===== src/rtl/lut_pipe_pkg.sv =====
package lut_pipe_pkg;
  localparam int unsigned SEL_W_DEF = 4;

  // leaf bits remaining at the output of stage s
  function automatic int unsigned leaf_after(int unsigned sel_w, int unsigned s);
    return (1 << sel_w) >> (s + 1);
  endfunction

  // select bits still unused after stage s
  function automatic int unsigned sel_after(int unsigned sel_w, int unsigned s);
    return sel_w - s - 1;
  endfunction
endpackage


===== src/rtl/lut_fold.sv =====
module lut_fold #(
  parameter int unsigned IN_W = 16
) (
  input  logic [IN_W-1:0]   in_i,
  input  logic              pick_i,
  output logic [IN_W/2-1:0] out_o
);
  localparam int unsigned OUT_W = IN_W / 2;

  for (genvar k = 0; k < OUT_W; k++) begin : g_pair
    assign out_o[k] = pick_i ? in_i[2*k+1] : in_i[2*k];
  end
endmodule


===== src/rtl/lut_slot.sv =====
module lut_slot #(
  parameter int unsigned W = 8
) (
  input  logic         clk_i,
  input  logic         rst_ni,
  input  logic         valid_i,
  output logic         ready_o,
  input  logic [W-1:0] data_i,
  output logic         valid_o,
  input  logic         ready_i,
  output logic [W-1:0] data_o
);
  logic         full_q;
  logic [W-1:0] pay_q;
  logic         load, drain;

  assign ready_o = ~full_q;
  assign load    = valid_i & ~full_q;
  assign drain   = full_q & ready_i;

  always_ff @(posedge clk_i or negedge rst_ni) begin
    if (!rst_ni) begin
      full_q <= 1'b0;
      pay_q  <= '0;
    end else begin
      if (load) begin
        full_q <= 1'b1;
        pay_q  <= data_i;
      end else if (drain) begin
        full_q <= 1'b0;
      end
    end
  end

  assign valid_o = full_q;
  assign data_o  = pay_q;

  a_r3_accept_fills: assert property (@(posedge clk_i) disable iff (!rst_ni)
    (valid_i && ready_o) |=> valid_o);

  a_r3_no_ghost_token: assert property (@(posedge clk_i) disable iff (!rst_ni)
    (!valid_o && !valid_i) |=> !valid_o);

  a_r6_hold_on_stall: assert property (@(posedge clk_i) disable iff (!rst_ni)
    (valid_o && !ready_i) |=> (valid_o && $stable(data_o)));
endmodule


===== src/rtl/lut_pipe_mux.sv =====
module lut_pipe_mux
  import lut_pipe_pkg::*;
#(
  parameter int unsigned SEL_W = SEL_W_DEF,
  localparam int unsigned LEAF_N = 1 << SEL_W
) (
  input  logic              clk_i,
  input  logic              rst_ni,
  input  logic              in_valid_i,
  output logic              in_ready_o,
  input  logic [LEAF_N-1:0] in_data_i,
  input  logic [SEL_W-1:0]  in_sel_i,
  output logic              out_valid_o,
  input  logic              out_ready_i,
  output logic              out_bit_o
);
  // stage boundaries: index s feeds stage s
  logic [LEAF_N-1:0] dat_b [SEL_W+1];
  logic [SEL_W-1:0]  sel_b [SEL_W+1];
  logic              vld_b [SEL_W+1];
  logic              rdy_b [SEL_W+1];

  assign dat_b[0]    = in_data_i;
  assign sel_b[0]    = in_sel_i;
  assign vld_b[0]    = in_valid_i;
  assign in_ready_o  = rdy_b[0];

  for (genvar s = 0; s < SEL_W; s++) begin : g_stage
    localparam int unsigned IW = LEAF_N >> s;
    localparam int unsigned OW = leaf_after(SEL_W, s);
    localparam int unsigned RW = sel_after(SEL_W, s);
    localparam int unsigned PW = OW + RW;

    logic [OW-1:0] fold;
    logic [PW-1:0] pay_in, pay_out;

    lut_fold #(.IN_W(IW)) u_fold (
      .in_i  (dat_b[s][IW-1:0]),
      .pick_i(sel_b[s][0]),
      .out_o (fold)
    );

    if (RW > 0) begin : g_carry
      assign pay_in     = {sel_b[s][RW:1], fold};
      assign sel_b[s+1] = SEL_W'(pay_out[PW-1:OW]);
    end else begin : g_last
      assign pay_in     = fold;
      assign sel_b[s+1] = '0;
    end

    lut_slot #(.W(PW)) u_slot (
      .clk_i  (clk_i),
      .rst_ni (rst_ni),
      .valid_i(vld_b[s]),
      .ready_o(rdy_b[s]),
      .data_i (pay_in),
      .valid_o(vld_b[s+1]),
      .ready_i(rdy_b[s+1]),
      .data_o (pay_out)
    );

    assign dat_b[s+1] = LEAF_N'(pay_out[OW-1:0]);
  end

  assign rdy_b[SEL_W] = out_ready_i;
  assign out_valid_o  = vld_b[SEL_W];
  assign out_bit_o    = dat_b[SEL_W][0];

  a_r6_out_stall: assert property (@(posedge clk_i) disable iff (!rst_ni)
    (out_valid_o && !out_ready_i) |=> (out_valid_o && $stable(out_bit_o)));

  a_r3_ready_blocks_after_take: assert property (@(posedge clk_i) disable iff (!rst_ni)
    (in_valid_i && in_ready_o) |=> !in_ready_o);
endmodule


===== config.mk =====
export PLATFORM = sky130hd
export DESIGN_NAME = lut_pipe_mux
export DESIGN_NICKNAME = d
export VERILOG_FILES = /design/src/rtl/lut_pipe_pkg.sv /design/src/rtl/lut_fold.sv /design/src/rtl/lut_slot.sv /design/src/rtl/lut_pipe_mux.sv
export SDC_FILE = /design/constraint.sdc
export NUM_CORES = 1
export LEC_CHECK = 0
export BUFFER_PORTS_ARGS = -buffer_cell sky130_fd_sc_hd__buf_2
export CORE_ASPECT_RATIO = 1.2
export CORE_MARGIN = 2
export CORE_UTILIZATION = 35
export DETAILED_ROUTE_END_ITERATION = 16
export PLACE_DENSITY = 0.56
export SLEW_MARGIN = 5
export SYNTH_ARGS = -nofsm -noshare
export SYNTH_HDL_FRONTEND = slang
export SYNTH_SLANG_ARGS = --single-unit

===== constraint.sdc =====
create_clock -name clk_i -period 3.64 [get_ports clk_i]
set_input_delay 0.546 -clock clk_i [delete_from_list [all_inputs] [get_ports clk_i]]
set_output_delay 0.546 -clock clk_i [all_outputs]
set_load 0.02 [all_outputs]

==> out/metrics.cfg, run 1 <==
[power_and_ir_drop]
vdd_ir_drop_max_uv=391
p_sw_w=0.000307
intPower_w=0.000757
clkPwrFrac_pct=15.5
p_per_area_nw_per_um2=775
switching_share_pct=28.8
p_comb_share_pct=36.7
p_seq_share_pct=47.8
p_leak_nw=0.660

[placed_design]
portBuffers=26
gp_congestion=0.642
place_hpwl_mm=1.34

[logic_synthesis]
ys_warn_count=0
syn_inst=74
synth.avg_cell_area_um2=15.9
synth_fp_nets=98
yosysSeqAreaShare_pct=53.2
synth_area_um2=1170
yosys_register_bits=25
ys_types=12

[cts]
clk_pin_slew_ns=0.09
htree_levels=1
cts_setup_buffers=0
cts_tree=built
clk_latency_ns=0.27
cts-resized-gates=0
cts_hold_buf=0
cts_buffers=3
clk_path_buf_depth=2
cts.sinks=25
cts-root-buf=clkbuf_8

[critical_path]
cp_num_cells=2
end_kind=flop
reg2reg_to=g_stage[0].u_slot.data_o[9]
rrSetupSlack_ns=2.13
critPathLaunchType=flop
rr_worst_depth=2
worst_path_max_delay_cell=nor2b_2
critPathBufInv=0
required_ns=3.80
crit_type=flop to flop
crit_chain=nor2b_2 -> mux2_2
crit_family=simple AND/OR/NAND/NOR gates
rr_startpoint=g_stage[0].u_slot.valid_o
crit_arrival_ns=1.67
cpPeakStageDelay_ns=0.58
cp_max_fo=12

[flow_run]
drv_cap=0

[final_layout]
drive_gt1_share_pct=66.3
syn_to_final_growth_pct=16.8
insertedDiodeCount=0
register_area_um2=626
n_fill_cell=320
nets=126
multi_input_area_um2=518
postLayoutCoreUtil_pct=41.8

[sta]
slew_headroom_pct=53.0
worstMarginPinSlew_ns=0.702
fin_crit_ns=1.51
rsz0062_at_grt=no
setup_viol=0
finalHoldViolCount=0
fin_crit_sh_pct=41.5
skew_ns=0.00703
finalSetupTns_ns=0
fmax_ghz=0.663
final_max_slew_viol_count=0

[die]
io_pins=27
die_area_um2=3840
die_x_um=56.9
dieHeight_um=67.5
core_area_um2=3280
initial_utilization_pct=35.8
rows=23

[detailed_routing]
antenna_left=0
viasPerCell=4.78
firstDrtPassIters=2
drc_errors=0
wl_per_cell_um=12.5
vias=659
drt_wl_total_mm=1.73
drt_iter0_drc=12

[global_route]
grt_pass1_vias=695
grt_max_degree=26
grt_overflow=0
grt_usage_pct=9.86
antenna_found_initial=0
grt_pass1_wl_mm=3.03

[status]
status=complete, no violations

[min_path]
hp-class=input pin to asynchronous set/reset pin

final cells by class:
class	instances	share of cell area, %
clock inverters	1	0.547
clock buffers	3	3.01
inverters	1	0.273
flip-flops and latches	25	45.6
repair buffers	26	9.48
well taps	37	3.37
multi-input cells	45	37.7
stage by stage:
step	hold slack [ns]	setup WS, ns	instances	total power, W	area (um^2)
2_1_floorplan	0.250	2.30	74	0.000831	1170
3_5_place_dp	0.492	1.88	134	0.000917	1320
3_3_place_gp	0.485	1.92	134	0.000901	1320
5_1_grt	0.295	2.01	138	0.00114	1370
4_1_cts	0.278	2.10	138	0.00108	1370
6_report	0.248	2.13	138	0.00106	1370
cell usage after synthesis:
cell      n  area [um^2]
a21oi_1   1         5.00
mux2_4   14          210
buf_6     2         22.5
nor2_1    1         3.75
inv_1     1         3.75
nor2b_1   2         12.5
dfrtp_1  25          626
mux2_2   22          248
buf_2     1         5.00
a21o_1    3         22.5
nor2b_2   1         8.76
and2b_1   1         7.51
power groups by stage:
stage	Combinational (W)	Clock, W	Sequential [W]
after floorplan	0.000327	0	0.000504
final	0.000391	0.000165	0.000509
after CTS	0.000400	0.000169	0.000514
after global routing	0.000432	0.000179	0.000534
after detailed placement	0.000398	0	0.000519
after global placement	0.000387	0	0.000513
layer usage:
metal  track usage, %  vias up  share of wire, %
met5                0        -                 0
met4             1.74        0                 0
met3             2.30        0               5.1
met2             17.8       17                49
met1             12.2      326                46
li1                 -      316                 -
flip-flops by register name, summed over array words and instances, names as in the netlist:
signal and cells:
g_stage.u_slot.data_o 21, g_stage.u_slot.valid_o 4
worst max-delay path by stage:
stage | start | end
global route | g_stage[0].u_slot.valid_o | g_stage[0].u_slot.data_o[9]
global placement | in_valid_i | g_stage[0].u_slot.data_o[10]
floorplan | in_valid_i | g_stage[0].u_slot.data_o[10]
finish | g_stage[0].u_slot.valid_o | g_stage[0].u_slot.data_o[9]
CTS | g_stage[0].u_slot.valid_o | g_stage[0].u_slot.data_o[9]
detailed placement | in_valid_i | g_stage[0].u_slot.data_o[9]
layout by cell type, fill, tap and decap left out, drive strengths merged:
| master | netlist | routed |
|---|---|---|
| a21o | 3 | 3 |
| clkinvlp | 0 | 1 |
| mux2 | 36 | 36 |
| clkbuf | 0 | 3 |
| nor2b | 3 | 3 |
| and2b | 1 | 1 |
| nor2 | 1 | 1 |
| a21oi | 1 | 1 |
| buf | 3 | 26 |
| dfrtp | 25 | 25 |
| inv | 1 | 1 |
cell families (layout without fill, tap and decap cells):
family,after synthesis,count (layout),share of synthesized area (%)
muxes,36,36,39.0
DFF,25,25,53.2
and+or+nand+nor,5,5,2.77
AOI/OAI and AO/OA,4,4,2.34
buffers and inverters,4,31,2.66
No activity file was read; power rests on OpenSTA's default activity.
==> run 2: changes to the inputs <==
Clock period 3.64 ns to 1.5 ns, I/O delays scaled along.
==> run 2 against run 1 <==
Net effect:
- clock skew is 0.0018 ns lower
- count of clock-buffer cells in the layout stayed put
- via count is 2.6% higher
- clock power is 150% higher
- worst setup slack worse by 1.8 ns
- worst hold slack worse by 0.14 ns
- highest routed layer is now met4
- die area stayed put
- total power is 150% higher
- sequential power is 140% higher
==> out/metrics.cfg, run 2 (synthesis gave the netlist of run 1 again) <==
[die]
dieHeight_um=67.5  ; unchanged
core_area_um2=3280  ; unchanged
rows=23  ; unchanged
io_pins=27  ; unchanged
die_area_um2=3840  ; unchanged
initial_utilization_pct=35.8  ; unchanged
die_x_um=56.9  ; unchanged

[detailed_routing]
drc_errors=0  ; unchanged
drt_wl_total_mm=1.79  ; +3.6%
viasPerCell=4.79  ; +0.40%
antenna_left=0  ; unchanged
firstDrtPassIters=2  ; unchanged
wl_per_cell_um=12.7  ; +1.4%
drt_iter0_drc=7  ; -5
vias=676  ; +2.6%

[min_path]
min_path_cells=2
hp-class=input pin to flop

[final_layout]
syn_to_final_growth_pct=19.0
instances_no_fill=141  ; +2.2%
nets=129  ; +2.4%
final_cell_mix=26 x buf_2, 25 x dfrtp_1, 22 x mux2_2, 14 x mux2_4
largest_reg_flops=21  ; unchanged
n_fill_cell=317  ; -0.94%
layout_commonest_cell=buf_2
register_area_um2=626  ; unchanged
multi_input_area_um2=518  ; unchanged
insertedDiodeCount=0  ; unchanged
drive_gt1_share_pct=66.3  ; about the same
postLayoutCoreUtil_pct=42.6  ; +0.76 points

[power_and_ir_drop]
p_per_area_nw_per_um2=1880  ; +140%
p_leak_nw=0.674  ; +2.2%
vdd_ir_drop_max_uv=863  ; +120%

[critical_path]
rrSetupSlack_ns=0.28  ; -1.85 ns
cp_num_cells=3  ; +1
critPathLaunchType=flop
crit_arrival_ns=1.38  ; -0.29 ns
end_kind=flop
crit_type=flop to flop
cp_max_fo=12  ; unchanged
crit_family=flip-flops
cpPeakStageDelay_ns=0.42  ; -0.16 ns
required_ns=1.66  ; -2.14 ns
rr_worst_depth=3  ; +1
crit_chain=nor2b_2 -> buf_4 -> mux2_2
worst_path_max_delay_cell=dfrtp_1
critPathBufInv=1  ; +1

[sta]
fmax_ghz=0.820  ; +24%
layout_setup_ws_ns=0.281  ; -1.85 ns
finalSetupTns_ns=0  ; unchanged
worstMarginPinSlew_ns=0.553  ; -0.149 ns
finalHoldViolCount=0  ; unchanged
setup_viol=0  ; unchanged
slew_headroom_pct=63.1  ; +10 points
hold_ws_ns=0.113  ; -0.135 ns
final_max_slew_viol_count=0  ; unchanged
rsz0062_at_grt=no
fin_crit_ns=1.22  ; -0.290 ns
fin_crit_sh_pct=81.3  ; +40 points
skew_ns=0.00522  ; -0.00181 ns

[placed_design]
dp_cells=136  ; +1.5%
gp_congestion=0.664  ; +3.5%
place_hpwl_mm=1.35  ; +0.83%
place_ws_ns=0.274  ; -1.61 ns
portBuffers=26  ; unchanged

[global_route]
antenna_found_initial=0  ; unchanged
grt_max_degree=26  ; unchanged
grt_pass1_vias=755  ; +8.6%
grt_usage_pct=10.8  ; +0.96 points
grt_overflow=0  ; unchanged
grt_pass1_wl_mm=3.19  ; +5.2%

[cts]
cts.sinks=25  ; unchanged
clk_path_buf_depth=2  ; unchanged
cts_buffers=3  ; unchanged
cts-root-buf=clkbuf_8
clk_latency_ns=0.27  ; about the same
clk_pin_slew_ns=0.09  ; about the same
cts_tree=built
htree_levels=1  ; unchanged
cts_setup_buffers=0  ; unchanged

[flow_run]
drv_cap=0  ; unchanged

[status]
status=complete, no violations

run 2: changes by cell type in the layout (fill, tap and decap cells not counted), sizes merged:
cell / change
dlygate4sd3: +1
buf: +2
run 2: final timing paths:
path,startpoint,endpoint
min in group asynchronous,rst_ni,g_stage[0].u_slot.data_o[2]
worst max-delay path,g_stage[0].u_slot.valid_o,g_stage[0].u_slot.data_o[10]
worst min register to register,g_stage[3].u_slot.data_o,g_stage[3].u_slot.data_o
worst max register to register,g_stage[0].u_slot.valid_o,g_stage[0].u_slot.data_o[10]
max in group asynchronous,rst_ni,g_stage[2].u_slot.data_o[2]
worst min-delay path,out_ready_i,g_stage[3].u_slot.valid_o
run 2: cell type report:
cell class                      count  share of cell area [%]
Clock buffer                        3                    2.95
Inverter                            1                   0.269
Tap cell                           37                    3.31
Sequential cell                    25                    44.8
Clock inverter                      1                   0.537
Timing Repair Buffer               29                    11.1
Multi-Input combinational cell     45                    37.1
run 2: layer usage:
layer / share of wire [%] / GRT usage, % / up-vias
met5: 0 / 0 / -
met4: 1.6 / 5.23 / 0
met3: 5.3 / 2.30 / 2
met2: 51 / 19.5 / 20
met1: 42 / 12.1 / 335
li1: - / - / 319
run 2: repair_timing:
item,CTS,global route
endpoints found under the hold margin,25,0
endpoints found under the setup margin,0,0
resized for setup,0,0
hold buffers,1,0
run 2: power breakdown:
| group | switching (W) | internal [W] | total (W) | leakage [nW] |
|---|---|---|---|---|
| sequential | 0.000216 | 0.00102 | 0.00124 | 0.294 |
| clock | 0.000219 | 0.000189 | 0.000407 | 0.0217 |
| combinational | 0.000322 | 0.000656 | 0.000979 | 0.358 |
| total | 0.000757 | 0.00186 | 0.00262 | 0.674 |
run 2: stage by stage:
stage | power [W] | area (um^2)
after detailed placement | 0.00225 | 1340
after floorplan | 0.00202 | 1170
final | 0.00262 | 1400
after global placement | 0.00222 | 1340
after CTS | 0.00267 | 1400
after global routing | 0.00283 | 1400
